==> src/rtl/sac_pkg.sv <==
package sac_pkg;

    typedef enum logic [3:0] {
        SEL_COUNT,
        SEL_MATCH,
        SEL_LOAD,
        SEL_CTRL,
        SEL_MASK,
        SEL_RAW,
        SEL_MSKST,
        SEL_CLEAR,
        SEL_ID,
        SEL_NONE
    } sel_e;

    localparam int ID_WORDS = 8;

    function automatic logic [7:0] id_byte(input logic [2:0] idx);
        logic [7:0] b;
        case (idx)
            3'd0:    b = 8'h31;
            3'd1:    b = 8'h10;
            3'd2:    b = 8'h14;
            3'd3:    b = 8'h00;
            3'd4:    b = 8'h0D;
            3'd5:    b = 8'hF0;
            3'd6:    b = 8'h05;
            default: b = 8'hB1;
        endcase
        return b;
    endfunction

endpackage

==> src/rtl/sac_decode.sv <==
module sac_decode
    import sac_pkg::*;
#(
    parameter int ADDR_W = 12
) (
    input  logic [ADDR_W-1:0] addr,
    output sel_e              sel,
    output logic [2:0]        id_idx
);
    localparam int IDX_W   = ADDR_W - 2;
    localparam int ID_BASE = (1 << IDX_W) - ID_WORDS;

    logic [IDX_W-1:0] word_idx;

    always_comb begin
        word_idx = addr[ADDR_W-1:2];
        id_idx   = word_idx[2:0];
        if (int'(word_idx) >= ID_BASE) begin
            sel = SEL_ID;
        end else begin
            case (int'(word_idx))
                0:       sel = SEL_COUNT;
                1:       sel = SEL_MATCH;
                2:       sel = SEL_LOAD;
                3:       sel = SEL_CTRL;
                4:       sel = SEL_MASK;
                5:       sel = SEL_RAW;
                6:       sel = SEL_MSKST;
                7:       sel = SEL_CLEAR;
                default: sel = SEL_NONE;
            endcase
        end
    end
endmodule

==> src/rtl/sac_counter.sv <==
module sac_counter #(
    parameter int DATA_W = 32
) (
    input  logic              clk,
    input  logic              rst,
    input  logic              tick_en,
    input  logic              load_we,
    input  logic [DATA_W-1:0] wdata,
    output logic [DATA_W-1:0] count_nx,
    output logic [DATA_W-1:0] count_q,
    output logic [DATA_W-1:0] load_q
);
    typedef struct packed {
        logic [DATA_W-1:0] count;
        logic [DATA_W-1:0] load;
    } cnt_st_t;

    cnt_st_t st_d, st_q;

    always_comb begin
        st_d = st_q;
        if (load_we) begin
            st_d.count = wdata;
            st_d.load  = wdata;
        end else if (tick_en) begin
            st_d.count = st_q.count + DATA_W'(1);
        end
    end

    always_ff @(posedge clk) begin
        if (rst) st_q <= '0;
        else     st_q <= st_d;
    end

    assign count_nx = st_d.count;
    assign count_q  = st_q.count;
    assign load_q   = st_q.load;
endmodule

==> src/rtl/sac_alarm.sv <==
module sac_alarm #(
    parameter int DATA_W = 32
) (
    input  logic              clk,
    input  logic              rst,
    input  logic              tick_en,
    input  logic              load_we,
    input  logic              match_we,
    input  logic              mask_we,
    input  logic              clr_we,
    input  logic [DATA_W-1:0] wdata,
    input  logic [DATA_W-1:0] count_nx,
    output logic [DATA_W-1:0] match_q,
    output logic              mask_q,
    output logic              raw_q,
    output logic              irq
);
    typedef struct packed {
        logic [DATA_W-1:0] match;
        logic              mask;
        logic              raw;
    } alm_st_t;

    alm_st_t st_d, st_q;
    logic    evt;
    logic    hit;

    always_comb begin
        st_d = st_q;
        if (match_we) st_d.match = wdata;
        if (mask_we)  st_d.mask  = wdata[0];
        evt = tick_en | load_we | match_we;
        hit = evt && (count_nx == st_d.match);
        if (hit)         st_d.raw = 1'b1;
        else if (clr_we) st_d.raw = 1'b0;
    end

    always_ff @(posedge clk) begin
        if (rst) st_q <= '0;
        else     st_q <= st_d;
    end

    assign match_q = st_q.match;
    assign mask_q  = st_q.mask;
    assign raw_q   = st_q.raw;
    assign irq     = st_q.raw & st_q.mask;
endmodule

==> src/rtl/sec_alarm_ctr.sv <==
module sec_alarm_ctr
    import sac_pkg::*;
#(
    parameter int ADDR_W = 12,
    parameter int DATA_W = 32
) (
    input  logic              clk,
    input  logic              rst,
    input  logic              tick_en,
    input  logic [ADDR_W-1:0] bus_addr,
    input  logic              bus_wr,
    input  logic              bus_rd,
    input  logic [DATA_W-1:0] bus_wdata,
    output logic [DATA_W-1:0] bus_rdata,
    output logic              irq
);
    sel_e              sel;
    logic [2:0]        id_idx;
    logic [DATA_W-1:0] count_nx, count_q, load_q, match_q;
    logic              mask_q, raw_q;
    logic              load_we, match_we, mask_we, clr_we;

    sac_decode #(.ADDR_W(ADDR_W)) u_dec (
        .addr   (bus_addr),
        .sel    (sel),
        .id_idx (id_idx)
    );

    assign load_we  = bus_wr && (sel == SEL_LOAD);
    assign match_we = bus_wr && (sel == SEL_MATCH);
    assign mask_we  = bus_wr && (sel == SEL_MASK);
    assign clr_we   = bus_wr && (sel == SEL_CLEAR);

    sac_counter #(.DATA_W(DATA_W)) u_cnt (
        .clk      (clk),
        .rst      (rst),
        .tick_en  (tick_en),
        .load_we  (load_we),
        .wdata    (bus_wdata),
        .count_nx (count_nx),
        .count_q  (count_q),
        .load_q   (load_q)
    );

    sac_alarm #(.DATA_W(DATA_W)) u_alm (
        .clk      (clk),
        .rst      (rst),
        .tick_en  (tick_en),
        .load_we  (load_we),
        .match_we (match_we),
        .mask_we  (mask_we),
        .clr_we   (clr_we),
        .wdata    (bus_wdata),
        .count_nx (count_nx),
        .match_q  (match_q),
        .mask_q   (mask_q),
        .raw_q    (raw_q),
        .irq      (irq)
    );

    always_comb begin
        bus_rdata = '0;
        if (bus_rd) begin
            case (sel)
                SEL_COUNT: bus_rdata = count_q;
                SEL_MATCH: bus_rdata = match_q;
                SEL_LOAD:  bus_rdata = load_q;
                SEL_CTRL:  bus_rdata = DATA_W'(1);
                SEL_MASK:  bus_rdata = DATA_W'(mask_q);
                SEL_RAW:   bus_rdata = DATA_W'(raw_q);
                SEL_MSKST: bus_rdata = DATA_W'(raw_q & mask_q);
                SEL_ID:    bus_rdata = DATA_W'(id_byte(id_idx));
                default:   bus_rdata = '0;
            endcase
        end
    end
endmodule

==> config.mk <==
export PLATFORM = sky130hd
export DESIGN_NAME = sec_alarm_ctr
export DESIGN_NICKNAME = d
export VERILOG_FILES = /design/src/rtl/sac_pkg.sv /design/src/rtl/sac_decode.sv /design/src/rtl/sac_counter.sv /design/src/rtl/sac_alarm.sv /design/src/rtl/sec_alarm_ctr.sv
export SDC_FILE = /design/constraint.sdc
export NUM_CORES = 1
export LEC_CHECK = 0
export BUFFER_PORTS_ARGS = -buffer_cell sky130_fd_sc_hd__buf_2
export CAP_MARGIN = 40
export CORE_ASPECT_RATIO = 0.9
export CORE_MARGIN = 8
export CORE_UTILIZATION = 30
export DETAILED_ROUTE_END_ITERATION = 8
export PLACE_DENSITY = 0.48
export SKIP_LAST_GASP = 1
export SLEW_MARGIN = 0
export SYNTH_ARGS = -nofsm -noshare
export SYNTH_HDL_FRONTEND = slang
export SYNTH_SLANG_ARGS = --single-unit
==> constraint.sdc <==
create_clock -name clk -period 2.9 [get_ports clk]
set_input_delay 0 -clock clk [delete_from_list [all_inputs] [get_ports clk]]
set_output_delay 0 -clock clk [all_outputs]
set_load 0.02 [all_outputs]
Word-level counts from Yosys, hierarchy flattened
Memories as Yosys holds them, arrays and structs flattened.
Index checks and enable logic that the tools add are counted.
{ "totals": {"out_inout_bits": 33, "romBits": 24, "reg_bits": 98, "input_bits": 49, "word_cells": 46, "mem_count": 1} }
{ "classes": {"bitwise": 4, "mux": 10, "n_reduce_logical": 9, "eq_ne": 15, "magnitude_cmp": 1, "addsub": 1} }
{ "mem_list": {"columns": ["name", "words", "width", "read_ports", "rd_ports_with_merged_regs", "wr", "line", "rtl"], "rows": [
  ["(no name shown)", 8, 3, 1, 0, 0, "sac_decode.sv:21", "case (int'(word_idx))"]
]} }
{ "op_table": {"columns": ["operator", "n"], "rows": [
  ["32-bit one-hot mux with 8 select lines", 1],
  ["32-bit 2-to-1 mux", 4],
  ["8-bit one-hot mux with 7 select lines", 1],
  ["32-bit by 1-bit adder with 32-bit output, second input constant", 1],
  ["32-bit == test", 1],
  ["4-bit by 3-bit == test with 1-bit output, second input constant", 4],
  ["10-bit >= comparator, second input constant", 1],
  ["3-bit == test, second input constant", 3],
  ["4-bit by 2-bit == test with 1-bit output, second input constant", 2],
  ["4-bit 2-to-1 mux", 2],
  ["7-bit logical NOT", 1],
  ["3-bit by 2-bit == test with 1-bit output, second input constant", 2],
  ["1-bit logical AND", 5],
  ["4-bit by 1-bit == test with 1-bit output, second input constant", 1],
  ["4-bit == test, second input constant", 1],
  ["4-bit logical NOT", 1],
  ["3-bit by 1-bit == test with 1-bit output, second input constant", 1],
  ["3-bit logical NOT", 1],
  ["1-bit AND", 2],
  ["1-bit 2-to-1 mux", 2],
  ["1-bit OR", 2],
  ["2-bit nonzero test", 1]
]} }

Depth between registers and ports, before layout
{ "depth": {"depth_word": 9, "ltp_mapped": 11, "depth_no_buf": 10} }

Cells and area by module
Synthesis repeated with hierarchy kept, for this count alone.
{ "unflattened": {"cells_unflattened": 691, "area_unflattened_um2": 5796.8} }
{ "by_module_without_submodules": {"columns": ["mod", "area_each_um2", "seq_area_each_um2", "n_inst", "cells_per_inst"], "rows": [
  ["sac_counter", 3081.7, 1281.2, 1, 368],
  ["sac_alarm", 1580.3, 680.7, 1, 159],
  ["sec_alarm_ctr", 1042.2, 0.0, 1, 153],
  ["sac_decode", 92.6, 0.0, 1, 11]
]} }

Worst setup path before layout
OpenSTA, ideal clock, no wires.
{ "synth_timing": {"path_type": "flip-flop to flip-flop", "from": "reg u_cnt.st_q, in the netlist u_cnt.count_q[5]", "to": "reg u_alm.st_q, in the netlist u_alm.raw_q", "synth_period_minus_slack_ns": 2.886, "setup_time_ns": 0.059, "path_slack_ns": 0.014, "stages_incl_launch_ff": 10, "required_ns": 2.841, "n_path_buf": 0, "arrival_ns": 2.828, "path_cell_list": "dfxtp_1 nand4_4 or4_4 nor4_4 xnor2_1 mux2i_1 a211oi_1 or4_1 nor4_1 a31o_1"} }
{ "synth_between": {"elab_chain_len": 6, "word_cells_on_any_way": 7, "classes_between": "add/sub (1); eq/ne (1); mux (3); reduce/logical (2)"} }
{ "synth_lines": {"columns": ["element", "line", "rtl"], "rows": [
  ["start: declaration", "sac_counter.sv:18", "cnt_st_t st_d, st_q;"],
  ["start signal: assignment", "sac_counter.sv:32", "else st_q <= st_d;"],
  ["32-bit by 1-bit adder with 32-bit output", "sac_counter.sv:26", "st_d.count = st_q.count + DATA_W'(1);"],
  ["32-bit 2-to-1 mux *", "sac_counter.sv:25", "end else if (tick_en) begin"],
  ["32-bit 2-to-1 mux *", "sac_counter.sv:22", "if (load_we) begin"],
  ["32-bit == test *", "sac_alarm.sv:33", "hit = evt && (count_nx == st_d.match);"],
  ["1-bit logical AND *", "sac_alarm.sv:33", null],
  ["1-bit 2-to-1 mux / 2-bit nonzero test (equally long branches)", null, null],
  ["end signal: assignment", "sac_alarm.sv:40", "else st_q <= st_d;"],
  ["end: declaration", "sac_alarm.sv:24", "alm_st_t st_d, st_q;"]
]} }
Every way passes the cells marked *; elsewhere a longest branch is shown, timed or not.
A chain may end at the register's enable or synchronous reset.

Final worst setup path
{ "layout_timing": {"from": "reg u_cnt.st_q, in the netlist u_cnt.count_q[11]", "to": "reg u_alm.st_q, in the netlist u_alm.raw_q"} }
The elaborated chain is that of the path after synthesis.

==> impl_metrics.tcl <==
set metrics [dict create \
    die_y_um 154 \
    first_pass_iters 6 \
    drt_iter0_markers 499 \
    fin_util_pct 41.0 \
    area_growth_pct 34.6 \
    fill_cells 2171 \
    syn_nets 917 \
    final_common_cell "nand2_1" \
    power.net_switching_uw 728 \
    vias 7078 \
    synth_area_mm2 0.00632 \
    overflow 0 \
    period_minus_slack_ns 2.77 \
    cts-root-buf "clkbuf_16" \
    netlist_instances 867 \
    drc 0 \
    finClkSkew_ns 0.0121 \
    grt_pass1_vias 6842 \
    worstReg2RegStart "u_cnt.count_q[11]" \
    tightest_slew_ns 0.746 \
    cell_internal_pwr_uw 2070 \
    p_sw_share_pct 26.1 \
    crit_path_cell_trace "and4_2 -> nand2_1 -> or4_4 -> mux2_4 -> o32ai_2 -> a21oi_1 -> a2111o_1 -> nor4_2 -> a31o_1" \
    final_cell_mix "nand2_1, a21oi_1, nor2_1" \
    top_layer_used "met4" \
    ir_worst_vdd_mv 0.248 \
    max_freq_mhz 362 \
    stdcell_area_mm2 0.00850 \
    antenna_found_initial 0 \
    drive_gt1_share_pct 24.4 \
    cellLeakagePower_uw 0.00320 \
    cts_sinks 98 \
    yosys_most_used_dff "dfxtp_1" \
    clk_pin_slew_ns 0.08 \
    finalSetupViolations 0 \
    worstPathMaxFanout 3 \
    ys_seq_area_share_pct 31.1 \
    yosys_warnings 0 \
    crit_required_ns 3.20 \
    crit_end "u_alm.raw_q" \
    seq_area_mm2 0.00198 \
    period_share_pct 95.4 \
    synth-seq-cells 98 \
    viasPerCell 5.38 \
    clock_latency_ns 0.36 \
    grt_pass1_wl_um 38300 \
    r2r-end "u_alm.raw_q" \
    core-area_mm2 0.0207 \
    outcome "finished, final reports clean" \
    dieArea_mm2 0.0260 \
    track_usage_pct 18.5 \
    path_class "reg -> reg" \
    cts_inserted_buffers 9 \
    clock_path_buffers 2 \
    ys_async_sr_fraction_pct 0 \
    startpoint_type "flop" \
    power_frac_seq_pct 48.5 \
    routed_wl_um 24600 \
    detailedPlace.worstSlack_ns -0.160 \
    placed_cells 1259 \
    min_path_type "in -> reg" \
    num_io_pins 82 \
    gp_congestion 0.839 \
    place_area_mm2 0.00759 \
    diodes 0 \
    synth_cell_types 69 \
    synth.top_cell.area_share_pct 31.1 \
    num_rows 50 \
    r2r_slack_ns 0.13 \
    p_clk_share_pct 43.1 \
    portBuffers 79 \
    met2WireLength_um 11400 \
    finalHoldViolCount 0 \
    grt_max_degree 43 \
    maxCapViolCount 0 \
    slew_headroom_pct 50.1 \
    dp_hpwl_um 17700 \
    synth_edf_count 0 \
    start_util_pct 30.5 \
    yosys.area.top_type "dfxtp_1" \
    drv_slew 0 \
    cts_tree "yes" \
    synthTopCellsByArea "dfxtp_1, nand2_1, a21oi_1" \
    nets 1074 \
    reg2reg_depth 9 \
    htreeDepth 3 \
    combPwrFrac_pct 8.3 \
    final_cells 1315 \
    power_density_mw_per_mm2 329 \
    wl_met1_um 11700 \
    worstSetupEndpointType "flop" \
    critPathLaunch "u_cnt.count_q[11]" \
    cp.arrival_ns 3.07 \
    slowest_delay_ns 0.56 \
    synth.avg_cell_area_um2 7.28 \
    detail-route-antenna-nets 0 \
    wire_per_inst_um 18.7 \
    slowest_stage "or4_4" \
    multi_input_area_mm2 0.00430 \
    die_w_um 169 \
    wl_met3_um 1210 \
    layout_setup_ws_ns 0.134 \
]
==> flip-flops by register name, indices dropped and copies added, names as in the netlist <==
register / flops
u_cnt.count_q: 32
u_alm.mask_q: 1
u_alm.raw_q: 1
u_cnt.load_q: 32
u_alm.match_q: 32
==> critical path, delay by kind of cell (launching register included) <==
family | cells | cell delay [ns]
simple gates | 4 | 1.28
flops | 1 | 0.35
mux | 1 | 0.32
compound gates | 4 | 0.75
==> worst min path at each step <==
stage / cells after the start / startpoint / slack [ns] / end
after floorplan: 2 / bus_wdata[8] / 0.14 / u_alm.match_q[8]
after global placement: 3 / bus_wdata[4] / 0.28 / u_alm.match_q[4]
after detailed placement: 3 / bus_wdata[12] / 0.28 / u_cnt.load_q[12]
after CTS: 4 / bus_wr / 0.05 / u_alm.mask_q
after global routing: 2 / rst / 0.11 / u_cnt.count_q[30]
final: 4 / bus_wr / 0.05 / u_alm.mask_q
==> cells by family (layout without fill, tap and decap cells) <==
logic type	Yosys count	after routing	synth area share [%]
adder cells (fa/ha/maj)	1	1	0.198
AO/OA/AOI/OAI	245	245	25.8
multiplexers	12	12	1.96
XOR/XNOR	61	61	8.46
AND/OR/NAND/NOR	382	382	28.1
flip-flops	98	98	31.1
buffers and inverters	68	230	4.50
==> cell type report <==
cell class                 instances  share of cell area [%]
tap                              286                    4.21
timing repair buffer             209                    18.3
clock buffer                      10                    2.81
sequential                        98                    23.3
multi-input combinational        701                    50.6
inverter                           5                   0.221
clock inverter                     6                   0.574
==> cell usage after synthesis, types with 5 or more instances <==
library cell  number
nand2_1          178
dfxtp_1           98
a21oi_1           95
nor2_1            91
clkbuf_1          52
xnor2_1           36
a211oi_1          27
a222oi_1          26
xor2_1            25
o21ai_0           24
nor3_1            22
o22ai_1           18
nand4_1           16
nand3_1           15
mux2i_1            9
nor4_1             9
nor2b_1            8
a31oi_1            7
a221oi_1           6
a22o_1             6
and4_1             6
nand2b_1           6
a22oi_1            5
and3_1             5
buf_1              5
inv_1              5
==> power by group through the flow <==
stage               registers, uW  logic (uW)  clock network [uW]
floorplan                    1380        91.9                   0
global placement             1390         195                   0
detailed placement           1390         193                   0
CTS                          1360         229                1230
global route                 1360         251                1270
finish                       1360         233                1200
==> repair_timing <==
action / CTS / global route
hold endpoints to repair: 86 / 0
gates resized for setup: 9 / 48
buffers inserted: 1 / 8
hold buffers: 32 / 0
setup endpoints to repair: 1 / 1
pin swaps: 4 / 16
==> metrics by stage <==
step,TNS (ns),total power [uW],hold slack (ns)
finish,0,2790,0.0530
floorplan,0,1480,0.136
global placement,-0.160,1580,0.280
CTS,0,2810,0.0474
detailed placement,-0.160,1580,0.279
global route,-0.00274,2880,0.106
==> routing by layer <==
metal  up-vias  track usage, %
met2       185            29.8
met1      3396            25.0
met3        25            3.17
li1       3472               -
met4         0            4.59
met5         -               0
No activity file was read; power rests on OpenSTA's default activity.
